===== src/rtl/hec_pkg.sv =====
package hec_pkg;

  // Strobes from the control to the datapath, valid in the cycle a byte is taken.
  typedef struct packed {
    logic clearLoad;    // first byte: seed CRC with zero
    logic accumulate;   // continuing header byte
    logic latchResult;  // last header byte: capture coset result
    logic compare;      // check byte: compare with held result
  } hecStrobes_t;

  typedef enum logic [1:0] {
    ST_IDLE        = 2'd0,
    ST_COLLECT     = 2'd1,
    ST_AWAIT_CHECK = 2'd2
  } hecState_t;

endpackage


===== src/rtl/hec_ctrl.sv =====
module hec_ctrl
  import hec_pkg::*;
#(
  parameter int HDR_BYTES = 4
) (
  input  logic        clk,
  input  logic        rstN,
  input  logic        inValid,
  input  logic        inStart,
  input  logic        checkEn,
  output hecStrobes_t strobes,
  output logic        doneOut
);

  localparam int CNT_W = $clog2(HDR_BYTES + 1);
  localparam logic [CNT_W-1:0] LAST_IDX = CNT_W'(HDR_BYTES - 1);
  localparam logic [CNT_W-1:0] ONE      = CNT_W'(1);

  hecState_t       stateQ, stateD;
  logic [CNT_W-1:0] cntQ, cntD;
  logic             doneQ;

  always_comb begin
    strobes = '0;
    stateD  = stateQ;
    cntD    = cntQ;
    if (inValid && inStart) begin
      strobes.clearLoad = 1'b1;
      stateD            = ST_COLLECT;
      cntD              = ONE;
    end else if (inValid) begin
      unique case (stateQ)
        ST_COLLECT: begin
          strobes.accumulate = 1'b1;
          if (cntQ == LAST_IDX) begin
            strobes.latchResult = 1'b1;
            stateD = checkEn ? ST_AWAIT_CHECK : ST_IDLE;
            cntD   = '0;
          end else begin
            cntD = cntQ + ONE;
          end
        end
        ST_AWAIT_CHECK: begin
          strobes.compare = 1'b1;
          stateD          = ST_IDLE;
        end
        default: ;
      endcase
    end
  end

  always_ff @(posedge clk or negedge rstN) begin
    if (!rstN) begin
      stateQ <= ST_IDLE;
      cntQ   <= '0;
      doneQ  <= 1'b0;
    end else begin
      stateQ <= stateD;
      cntQ   <= cntD;
      doneQ  <= strobes.latchResult;
    end
  end

  assign doneOut = doneQ;

  initial begin
    if (HDR_BYTES < 2) $error("HDR_BYTES must be at least 2");
  end

  AST_DONE_PULSE: assert property (@(posedge clk) disable iff (!rstN)
    doneQ |=> !doneQ);

  AST_CNT_RANGE: assert property (@(posedge clk) disable iff (!rstN)
    (stateQ == ST_COLLECT) |-> (cntQ >= ONE && cntQ <= LAST_IDX));

  AST_ONE_STROBE: assert property (@(posedge clk) disable iff (!rstN)
    $onehot0({strobes.clearLoad, strobes.accumulate, strobes.compare}));

  AST_START_RESTARTS: assert property (@(posedge clk) disable iff (!rstN)
    (inValid && inStart) |=> (stateQ == ST_COLLECT && cntQ == ONE));

endmodule


===== src/rtl/hec_datapath.sv =====
module hec_datapath
  import hec_pkg::*;
#(
  parameter int                 DATA_W = 8,
  parameter int                 CRC_W  = 8,
  parameter logic [CRC_W-1:0]   POLY   = 8'h07,
  parameter logic [CRC_W-1:0]   COSET  = 8'h55
) (
  input  logic              clk,
  input  logic              rstN,
  input  logic [DATA_W-1:0] inData,
  input  hecStrobes_t       strobes,
  output logic [CRC_W-1:0]  resultOut,
  output logic              errOut
);

  logic [CRC_W-1:0] crcQ;
  logic [CRC_W-1:0] resultQ;
  logic             errQ;

  // Unrolled bit-serial CRC: one stage per input bit, MSB first.
  logic [CRC_W-1:0] chain [0:DATA_W];

  assign chain[0] = strobes.clearLoad ? '0 : crcQ;

  for (genvar k = 0; k < DATA_W; k++) begin : g_bit
    logic fb;
    assign fb = inData[DATA_W-1-k] ^ chain[k][CRC_W-1];
    assign chain[k+1] = {chain[k][CRC_W-2:0], 1'b0} ^ ({CRC_W{fb}} & POLY);
  end

  always_ff @(posedge clk or negedge rstN) begin
    if (!rstN) begin
      crcQ    <= '0;
      resultQ <= '0;
      errQ    <= 1'b0;
    end else begin
      if (strobes.clearLoad || strobes.accumulate) crcQ <= chain[DATA_W];
      if (strobes.latchResult) resultQ <= chain[DATA_W] ^ COSET;
      errQ <= strobes.compare && (inData != resultQ[DATA_W-1:0]);
    end
  end

  assign resultOut = resultQ;
  assign errOut    = errQ;

  AST_RESULT_STABLE: assert property (@(posedge clk) disable iff (!rstN)
    !strobes.latchResult |=> $stable(resultQ));

  AST_ERR_PULSE: assert property (@(posedge clk) disable iff (!rstN)
    errQ |=> !errQ);

  AST_CRC_HOLDS: assert property (@(posedge clk) disable iff (!rstN)
    !(strobes.clearLoad || strobes.accumulate) |=> $stable(crcQ));

endmodule


===== src/rtl/hec_gen.sv =====
module hec_gen
  import hec_pkg::*;
#(
  parameter int HDR_BYTES = 4,
  parameter int DATA_W    = 8
) (
  input  logic              clk,
  input  logic              rstN,
  input  logic              inValid,
  input  logic              inStart,
  input  logic [DATA_W-1:0] inData,
  input  logic              checkEn,
  output logic              hecValid,
  output logic [7:0]        hecOut,
  output logic              hecErr
);

  hecStrobes_t strobes;

  hec_ctrl #(.HDR_BYTES(HDR_BYTES)) u_ctrl (
    .clk     (clk),
    .rstN    (rstN),
    .inValid (inValid),
    .inStart (inStart),
    .checkEn (checkEn),
    .strobes (strobes),
    .doneOut (hecValid)
  );

  hec_datapath #(.DATA_W(DATA_W), .CRC_W(8), .POLY(8'h07), .COSET(8'h55)) u_dp (
    .clk       (clk),
    .rstN      (rstN),
    .inData    (inData),
    .strobes   (strobes),
    .resultOut (hecOut),
    .errOut    (hecErr)
  );

  AST_ERR_NOT_WITH_DONE: assert property (@(posedge clk) disable iff (!rstN)
    hecErr |-> !hecValid);

  AST_DONE_REFRESH: assert property (@(posedge clk) disable iff (!rstN)
    !hecValid |-> $stable(hecOut));

endmodule


===== config.mk =====
export PLATFORM = sky130hd
export DESIGN_NAME = hec_gen
export DESIGN_NICKNAME = d
export VERILOG_FILES = /design/src/rtl/hec_pkg.sv /design/src/rtl/hec_ctrl.sv /design/src/rtl/hec_datapath.sv /design/src/rtl/hec_gen.sv
export SDC_FILE = /design/constraint.sdc
export NUM_CORES = 1
export LEC_CHECK = 0
export ABC_AREA = 1
export CORE_AREA = 2 2 63 65
export DETAILED_ROUTE_END_ITERATION = 6
export DIE_AREA = 0 0 65 67
export DONT_BUFFER_PORTS = 1
export GPL_ROUTABILITY_DRIVEN = 0
export HOLD_SLACK_MARGIN = 0.05
export PLACE_DENSITY_LB_ADDON = 0.05
export SLEW_MARGIN = 15
export SYNTH_ARGS = -nofsm -noshare
export SYNTH_HDL_FRONTEND = slang
export SYNTH_SLANG_ARGS = --single-unit
export TNS_END_PERCENT = 50

===== constraint.sdc =====
create_clock -name clk -period 3.7 [get_ports clk]
set_input_delay 0 -clock clk [delete_from_list [all_inputs] [get_ports clk]]
set_output_delay 0 -clock clk [all_outputs]
set_load 0.005 [all_outputs]

# After elaboration in Yosys (flattened, before gate mapping)
# Cells that the tools add are included.
# totals
ff_bits	23
inputBits	13
output_inout_bits	10
elab_cells	53
# classes
addsub	1
eq_ne	5
mux	16
bitwise	17
reduce_logical	8
# ops
cell	count
8-bit by 3-bit XOR with 8-bit output	8
3-bit 2-to-1 mux	6
2-bit 2-to-1 mux	5
8-bit 2-to-1 mux	1
8-bit inequality test	1
1-bit XOR	8
4-bit NOT	1
2-bit case mux with 2 select lines	1
2-bit nonzero test	2
3-bit by 1-bit adder with 3-bit output (second input constant)	1
3-bit by 2-bit == test with 1-bit output (second input constant)	1
1-bit 2-to-1 mux	3
3-bit by 1-bit inequality test with 1-bit output (second input constant)	1
3-bit AND reduction	1
3-bit nonzero test	1
2-bit by 1-bit == test with 1-bit output (second input constant)	1
2-bit == test (second input constant)	1
1-bit logical AND	2
2-bit AND reduction	1
1-bit logical OR	1

# Depth between registers and ports, before layout
# Gate-level depths: netlist of run 1.
# logic_depth
ltp_word	20
depth_mapped	13

# Hierarchy
# Synthesis of run 1 repeated with hierarchy kept, for this count alone.
# hier_totals
hier_cells	205
hier_area_um2	1475.2
# by_module_without_submodules
mod	instances	cells_per_inst	area_per_inst_um2	seq_area_each_um2
hec_datapath	1	160	1143.6	425.4
hec_ctrl	1	45	331.6	150.1

# Least setup slack after synthesis of run 1
# Ideal clock, no wire load.
# synth_path
path_type	register to register
startpoint	reg u_ctrl.stateQ[1]
endpoint	reg u_dp.resultQ[0] (netlist: u_dp.resultOut[0])
arrival_ns	1.223
t_required_ns	3.577
setup_slack_ns	2.355
path_stages_with_launch	8
synth_period_minus_slack_ns	1.345
path_cell_list	dfrtp_1 inv_1 ha_1 nand2_1 nor3_4 inv_2 nand2_1 o21ai_1
# synth_rtl
item	line_no	text
start: declaration	hec_ctrl.sv:19	hecState_t stateQ, stateD;
start signal: assignment	hec_ctrl.sv:58	stateQ <= stateD;
end signal: assignment	hec_datapath.sv:39	if (strobes.latchResult) resultQ <= chain[DATA_W] ^ COSET;
end: declaration	hec_datapath.sv:18	logic [CRC_W-1:0] resultQ;

# Worst setup path in the final report of run 1
# layout_path
startpoint	reg u_ctrl.stateQ[1]
endpoint	reg u_dp.crcQ[4]
# layout_via
elab_chain_cells	5
# layout_lines
item	line_no	text
2-bit by 1-bit == test with 1-bit output	hec_ctrl.sv:32	unique case (stateQ)
2-bit 2-to-1 mux	hec_ctrl.sv:32	
3-bit 2-to-1 mux	hec_ctrl.sv:31	end else if (inValid) begin
3-bit 2-to-1 mux	hec_ctrl.sv:27	if (inValid && inStart) begin
1-bit logical OR	hec_datapath.sv:38	if (strobes.clearLoad || strobes.accumulate) crcQ <= chain[DATA_W];
end signal: assignment	hec_datapath.sv:38	
end: declaration	hec_datapath.sv:17	logic [CRC_W-1:0] crcQ;
# Every way passes these cells.
# A chain may end at the register's enable or synchronous reset.

==> results of run 1 <==
==> synth_stat cells (all sizes together) <==
cell type and n:
inv 16, dfrtp 23, o211ai 1, nand2 98, buf 3, nand3b 1
a21oi 2, a32o 1, o21ai 4, nor3 2, nor4 2, xor2 14
xnor2 6, nand3 17, ha 3, nor2 3
==> what timing repair did <==
| item | in CTS | in global routing |
|---|---|---|
| resized for setup | 0 | 0 |
| endpoints found under the hold margin | 30 | 0 |
| setup buffers | 0 | 0 |
| hold buffers | 5 | 0 |
==> cells in the final DEF (no fill, tap or decap) <==
master and n:
xor2_1 10, ha_1 3, clkbuf_8 3, o21ai_0 2, nor3_4 1, nand3_1 15
dlygate4sd3_1 4, nor3_1 1, nor4_1 2, nand3b_1 1, xnor2_2 1, nor2_1 3
nand3_2 2, xor2_2 2, xor2_4 2, a21oi_1 2, o21ai_1 2, dfrtp_1 23
xnor2_1 5, inv_1 13, nand2_2 12, a32o_1 1, o211ai_1 1, buf_12 1
inv_2 3, clkbuf_1 1, nand2_1 81, nand2_4 5
==> worst min-delay path by stage <==
stage,startpoint,endpoint,cells past startpoint
finish,inData[2],u_dp.resultOut[4],5
global route,inData[2],u_dp.crcQ[4],4
CTS,inData[2],u_dp.crcQ[4],4
detailed placement,rstN,u_dp.crcQ[6],0
global placement,rstN,u_dp.resultOut[6],0
floorplan,rstN,u_ctrl.cntQ[0],0
==> cells by family (layout without fill, tap and decap cells) <==
family / Yosys count / count (layout) / synth area share
buffers and inverters: 19 / 25 / 0.0559
flip-flops: 23 / 23 / 0.367
XOR/XNOR: 20 / 20 / 0.150
AO/OA/AOI/OAI: 8 / 8 / 0.0304
AND/OR/NAND/NOR: 123 / 123 / 0.372
adder cells (fa/ha/maj): 3 / 3 / 0.0240
==> final cells by class <==
| type | instances | share of cell area |
|---|---|---|
| inverters | 16 | 0.0352 |
| repair buffers | 5 | 0.0352 |
| flip-flops and latches | 23 | 0.338 |
| well taps | 48 | 0.0352 |
| clock buffers | 4 | 0.0264 |
| multi-input cells | 154 | 0.530 |
==> where the power goes <==
part,internal [mW],total (mW),switching [mW]
combinational,0.262,0.666,0.404
sequential,0.359,0.470,0.111
clock,0.0769,0.158,0.0808
total,0.699,1.29,0.595
==> layer usage <==
metal | part of all wire | up-vias | wire [um]
li1 | - | 625 | -
met1 | 0.44 | 577 | 1490
met2 | 0.50 | 24 | 1700
met3 | 0.050 | 4 | 169
met4 | 0.014 | 0 | 46
met5 | 0 | - | 0
==> registers in the layout, indices dropped and copies added (netlist names) <==
name            count
u_dp.crcQ           8
u_dp.resultOut      8
u_ctrl.cntQ         3
u_ctrl.stateQ       2
u_ctrl.doneOut      1
u_dp.errOut         1
==> worst max-delay path, cell delays in order, from the launching register on <==
cell and delay, ns:
dfrtp_1 0.38, inv_1 0.05, ha_1 0.18, nand2_1 0.14, inv_1 0.09, nor2_1 0.57
inv_1 0.26, nand3_1 0.16, nand2_1 0.06
==> qor.yml, run 1 <==
port_buffers: 0
finalHoldViolCount: 0
use_met3: 0.0355
reg2reg_depth: 8
regToRegEndpoint: "u_dp.crcQ[4]"
finClkSkew_ns: 0.00135
layoutNonFillerInstCount: 250
wl_per_cell_um: 13.6
syn_avg_cell_area_um2: 7.99
grt_use_met1: 0.211
drt-total-wl_mm: 3.40
fin_crit_sh: 0.540
placed_area_um2: 1600
htree_levels: 1
end_kind: "flop"
start_util: 0.434
p_total_mw: 1.29
fin_crit_ns: 2.00
tns_ns: 0
required_ns: 3.86
first_pass_iters: 4
worst_slew_pin_slew_ns: 0.709
cp.arrival_ns: 2.16
antenna_left: 0
startpoint: "u_ctrl.stateQ[1]"
ir_worst_vdd_mv: 0.317
cts_tree: "yes"
grt.total_usage: 0.181
die_h_um: 67
seq_area_um2: 576
synthesis.nets: 212
crit_path_end: "u_dp.crcQ[4]"
power.density_nw_per_um2: 759
antenna_found_initial: 0
via_per_inst: 4.92
r2r_slack_ns: 1.70
yosys.area.top_type_share: 0.367
pin_count: 23
cap_violations: 0
hold_path_class: "in2reg"
ys_types: 26
clk_path_buf_depth: 2
clk_latency_ns: 0.26
cts.sinks: 23
grt_pass1_vias: 1318
grt_pass1_wl_mm: 5.85
ys_warn_count: 0
drive_above_1_share: 0.158
setup-violations-final: 0
netlist_instances: 196
worst-path-max-fanout: 12
drv_slew: 0
rows: 22
num_antenna_cells: 0
multi_input_area_um2: 903
dp_cells: 241
final_util: 0.473
met2_usage: 0.329
coreArea_um2: 3610
n_fill_cell: 345
grt-ovfl-total: 0
synth-seq-area-share: 0.367
grt_max_degree: 24
grt-busiest-layer: "met2"
relSlewSlack: 0.525
hold_ws_ns: 0.0765
cts_inserted_buffers: 3
status: "finished, final reports clean"
fin_area_um2: 1700
syn2layout_area_growth_pct: 8.79
drc: 0
rsz0062_at_grt: "no"
fmax_mhz: 501
syn-cell-area_um2: 1570
r2r_start: "u_ctrl.stateQ[1]"
path_class: "reg2reg"
die-area_um2: 4360
clockRootBuffer: "clkbuf_8"
dr_total_vias: 1230
dp_hpwl_mm: 2.58
place_ws_ns: 1.70
leakage_nw: 0.884
synth_top_area_cell: "dfrtp_1"
fin_nets: 219
start_kind: "flop"
ys_ff_latch: 23
die_x_um: 65
layout_setup_ws_ns: 1.70
clkTransAtPathRegs_ns: 0.08
first_iter_violations: 91
synth_area_leaders: "dfrtp_1 (37%), nand2_1 (19%), xor2_1 (5.6%)"
Note: power is estimated with default switching activity, not from simulation.
==> run 2: changes to the inputs <==
- clock period: 3.7 -> 1.7 ns (I/O delays scaled with it)
==> run 2 against run 1 <==
  * Combinational power is 120% higher
  * Via count is 2.6% lower
  * Clock skew is 0.0016 ns higher
  * Clock power is 120% higher
  * Critical endpoint is now u_dp.resultOut[2]
  * Setup slack worse by 1.5 ns
==> qor.yml, run 2 (same netlist as run 1, synthesis figures left out) <==
rows: 22
r2r_slack_ns: 0.24
path_class: "reg2reg"
p_total_mw: 2.84
clockRootBuffer: "clkbuf_8"
leakage_nw: 0.897
post_cts_buffers: 0
holdPathStages: 4
setup-violations-final: 0
hold_path_class: "in2reg"
cap_violations: 0
fin_crit_ns: 1.46
cts.sinks: 23
clkTransAtPathRegs_ns: 0.08
grt_max_degree: 24
die_h_um: 67
drive_above_1_share: 0.172
drv_slew: 0
syn2layout_area_growth_pct: 9.82
num_antenna_cells: 0
first_iter_violations: 67
grt_pass1_vias: 1208
drt-total-wl_mm: 3.26
fin_crit_sh: 0.860
mostFrequentLayoutCells: "nand2_1 (81), dfrtp_1 (23), nand3_1 (15)"
wl_per_cell_um: 13.0
port_buffers: 0
die-area_um2: 4360
grt_pass1_wl_mm: 5.63
grt.total_usage: 0.174
r2r_start: "u_ctrl.stateQ[1]"
antenna_found_initial: 0
dr_total_vias: 1198
power.density_nw_per_um2: 1650
cp.arrival_ns: 1.68
hold_path_end: "u_dp.crcQ[4]"
start_util: 0.434
htree_levels: 1
drc: 0
coreArea_um2: 3610
dp_hpwl_mm: 2.46
ir_worst_vdd_mv: 0.609
rsz0062_at_grt: "no"
antenna_left: 0
required_ns: 1.91
cts_inserted_buffers: 3
hold_start: "inData[2]"
grt-ovfl-total: 0
cts_tree: "yes"
fmax_mhz: 684
first_pass_iters: 4
status: "finished, final reports clean"
finalHoldViolCount: 0
clk_path_buf_depth: 2
end_kind: "flop"
relSlewSlack: 0.627
worst-path-max-fanout: 6
layout_commonest_cell: "nand2_1"
pin_count: 23
via_per_inst: 4.75
reg2reg_depth: 7
start_kind: "flop"
worst_slew_pin_slew_ns: 0.558
regToRegEndpoint: "u_dp.resultOut[2]"
fin_nets: 221
finClkSkew_ns: 0.00290
die_x_um: 65
clk_latency_ns: 0.27
tns_ns: 0
n_fill_cell: 369
[run 2: repair_timing]
action,in CTS,in global routing
gates resized for setup,0,0
hold endpoints to repair,29,0
hold buffers,5,0
[run 2: through the flow]
step	hold WS [ns]	instances	util	area [um^2]	setup WS, ns
6_report	0.0617	252	0.477	1720	0.238
3_5_place_dp	-0.295	243	0.448	1610	0.267
2_1_floorplan	-0.296	196	-	1570	0.355
3_3_place_gp	-0.295	243	0.448	1610	0.288
4_1_cts	0.0633	252	0.477	1720	0.240
5_1_grt	0.0843	252	0.477	1720	0.147
[run 2: how the worst max path moves through the flow]
stage	from	end
after detailed placement	inValid	u_dp.crcQ[2]
after global routing	u_ctrl.stateQ[1]	u_dp.resultOut[3]
after global placement	inValid	u_dp.crcQ[2]
after floorplan	u_ctrl.stateQ[1]	u_dp.resultOut[0]
final	u_ctrl.stateQ[1]	u_dp.resultOut[2]
after CTS	u_ctrl.stateQ[1]	u_dp.resultOut[2]
[run 2: final cells by class]
cell class / count / area, um^2 / share of cell area
repair buffers: 7 / 75.1 / 0.0436
well taps: 48 / 60.1 / 0.0349
clock buffers: 3 / 41.3 / 0.0240
multi-input cells: 154 / 903 / 0.525
flip-flops and latches: 23 / 576 / 0.335
clock inverters: 1 / 5.00 / 0.00291
inverters: 16 / 60.1 / 0.0349
[run 2: worst max-delay path, stage by stage, from the launching register on]
cell and delay (ns):
dfrtp_1 0.41, inv_1 0.07, ha_1 0.15, nand2_1 0.12, nor3_4 0.31, buf_4 0.20, nand3_1 0.08, nand2_1 0.06
[run 2: report_power, final]
part           internal [mW]  switching, mW  leakage (nW)
registers              0.782          0.242         0.289
logic                  0.584          0.887         0.583
clock network          0.164          0.184        0.0255
[run 2: per-layer routing]
metal  part of all wire  routed length (um)  GRT usage  vias to the layer above
met3              0.034                 112     0.0270                        5
met4              0.018                  60     0.0798                        0
met5                  0                   0          0                        -
met1               0.49                1590      0.225                      551
li1                   -                   -          -                      625
met2               0.46                1500      0.285                       17
==> run 3: changes to the inputs <==
- CORE_AREA: 2 2 63 65 -> 2 2 87 47
- DIE_AREA: 0 0 65 67 -> 0 0 89 49
==> run 3 against run 2 <==
  * Largest cell class unchanged
  * Clock skew fell by 0.00056 ns
  * Combinational power up 3%
  * Utilization decreased by 0.29 points
  * Power grew 2.5%
  * Die area up 0.14%
  * Critical path type unchanged
  * Non-clock buffer count up 1
  * Clock power rose by 3%
  * Clock-buffer cell count is 1 higher
==> qor.yml, run 3 (same netlist as run 1, synthesis figures left out) <==
status: "finished, final reports clean"
grt_pass1_vias: 1210
fin_crit_sh: 0.883
pin_count: 23
power.density_nw_per_um2: 1670
die-area_um2: 4360
p_total_mw: 2.91
fin_crit_ns: 1.50
finalHoldViolCount: 0
switching_share: 0.471
grt_use_met1: 0.297
hold_path_end: "u_dp.crcQ[4]"
finClkSkew_ns: 0.00233
die_x_um: 89
grt_pass1_wl_mm: 6.29
regToRegEndpoint: "u_dp.crcQ[0]"
tns_ns: 0
internal_power_mw: 1.54
place_ws_ns: 0.221
n_fill_cell: 381
mostFrequentLayoutCells: "nand2_1 (81), dfrtp_1 (23), nand3_1 (15)"
multi_input_area_um2: 903
worst_slew_pin_slew_ns: 0.301
drive_above_1_share: 0.171
drc: 0
cts_resized: 0
r2r_start: "u_ctrl.stateQ[1]"
hold_path_class: "in2reg"
hold_ws_ns: 0.0634
dp_hpwl_mm: 2.93
clkTransAtPathRegs_ns: 0.09
cts_inserted_buffers: 3
seq_area_um2: 576
layoutNonFillerInstCount: 259
clk_latency_ns: 0.27
reg2reg_depth: 7
met2_usage: 0.277
rsz0062_at_grt: "no"
fin_nets: 222
cap_violations: 0
antenna_found_initial: 0
share_comb_of_total_power: 0.523
num_antenna_cells: 0
holdPathStages: 4
drv_slew: 0
wl_per_cell_um: 14.8
cts_tree: "yes"
fin_area_um2: 1750
p_sw_mw: 1.37
fmax_mhz: 666
clockRootBuffer: "clkbuf_8"
path_class: "reg2reg"
dp_cells: 250
drt-total-wl_mm: 3.84
dr_total_vias: 1246
cts.sinks: 23
required_ns: 1.86
syn2layout_area_growth_pct: 11.5
hold_start: "inData[2]"
port_buffers: 0
r2r_slack_ns: 0.20
first_pass_iters: 4
cp.arrival_ns: 1.66
postCtsHoldBufs: 5
post_cts_buffers: 0
layout_setup_ws_ns: 0.199
placed_area_um2: 1640
leakage_nw: 0.904
rows: 16
first_iter_violations: 109
grt_max_degree: 24
final_util: 0.474
use_met3: 0.0660
grt.total_usage: 0.194
ir_worst_vdd_mv: 0.735
end_kind: "flop"
seqPwrFrac: 0.354
start_kind: "flop"
relSlewSlack: 0.798
htree_levels: 1
coreArea_um2: 3680
worst-path-max-fanout: 11
antenna_left: 0
start_util: 0.425
die_h_um: 49
via_per_inst: 4.81
grt-ovfl-total: 0
grt-busiest-layer: "met1"
clkPwrFrac: 0.123
clk_path_buf_depth: 2
layout_commonest_cell: "nand2_1"
setup-violations-final: 0
run 3: critical path, stage by stage (launching register included):
cell and delay, ns:
dfrtp_1 0.40, inv_1 0.07, ha_1 0.19, nand2_1 0.15
inv_1 0.11, nor2_1 0.15, buf_4 0.23, o21ai_0 0.10
run 3: worst max-delay path by stage:
stage / endpoint / from / slack (ns) / cells past startpoint
finish: u_dp.crcQ[0] / u_ctrl.stateQ[1] / 0.20 / 7
global route: u_dp.crcQ[6] / u_ctrl.stateQ[1] / 0.07 / 8
CTS: u_dp.crcQ[0] / u_ctrl.stateQ[1] / 0.22 / 7
detailed placement: u_dp.crcQ[0] / u_ctrl.stateQ[1] / 0.22 / 7
global placement: u_dp.crcQ[0] / u_ctrl.stateQ[0] / 0.24 / 6
floorplan: u_dp.resultOut[0] / u_ctrl.stateQ[1] / 0.35 / 7
run 3: layout make-up:
type | count | share of cell area
clock buffer | 4 | 0.0258
inverter | 16 | 0.0344
multi-input combinational | 154 | 0.517
sequential | 23 | 0.330
tap | 54 | 0.0387
timing repair buffer | 8 | 0.0544
run 3: per-layer routing:
metal	wire length, um	vias up
met5	0	-
met4	13	0
met3	273	2
met2	1580	27
met1	1970	587
li1	-	630
run 3: power by group through the flow:
stage	clock network, mW	logic (mW)	registers, mW
floorplan	0	1.21	0.982
CTS	0.363	1.53	1.03
global route	0.394	1.72	1.07
detailed placement	0	1.48	1.04
finish	0.359	1.52	1.03
global placement	0	1.46	1.04
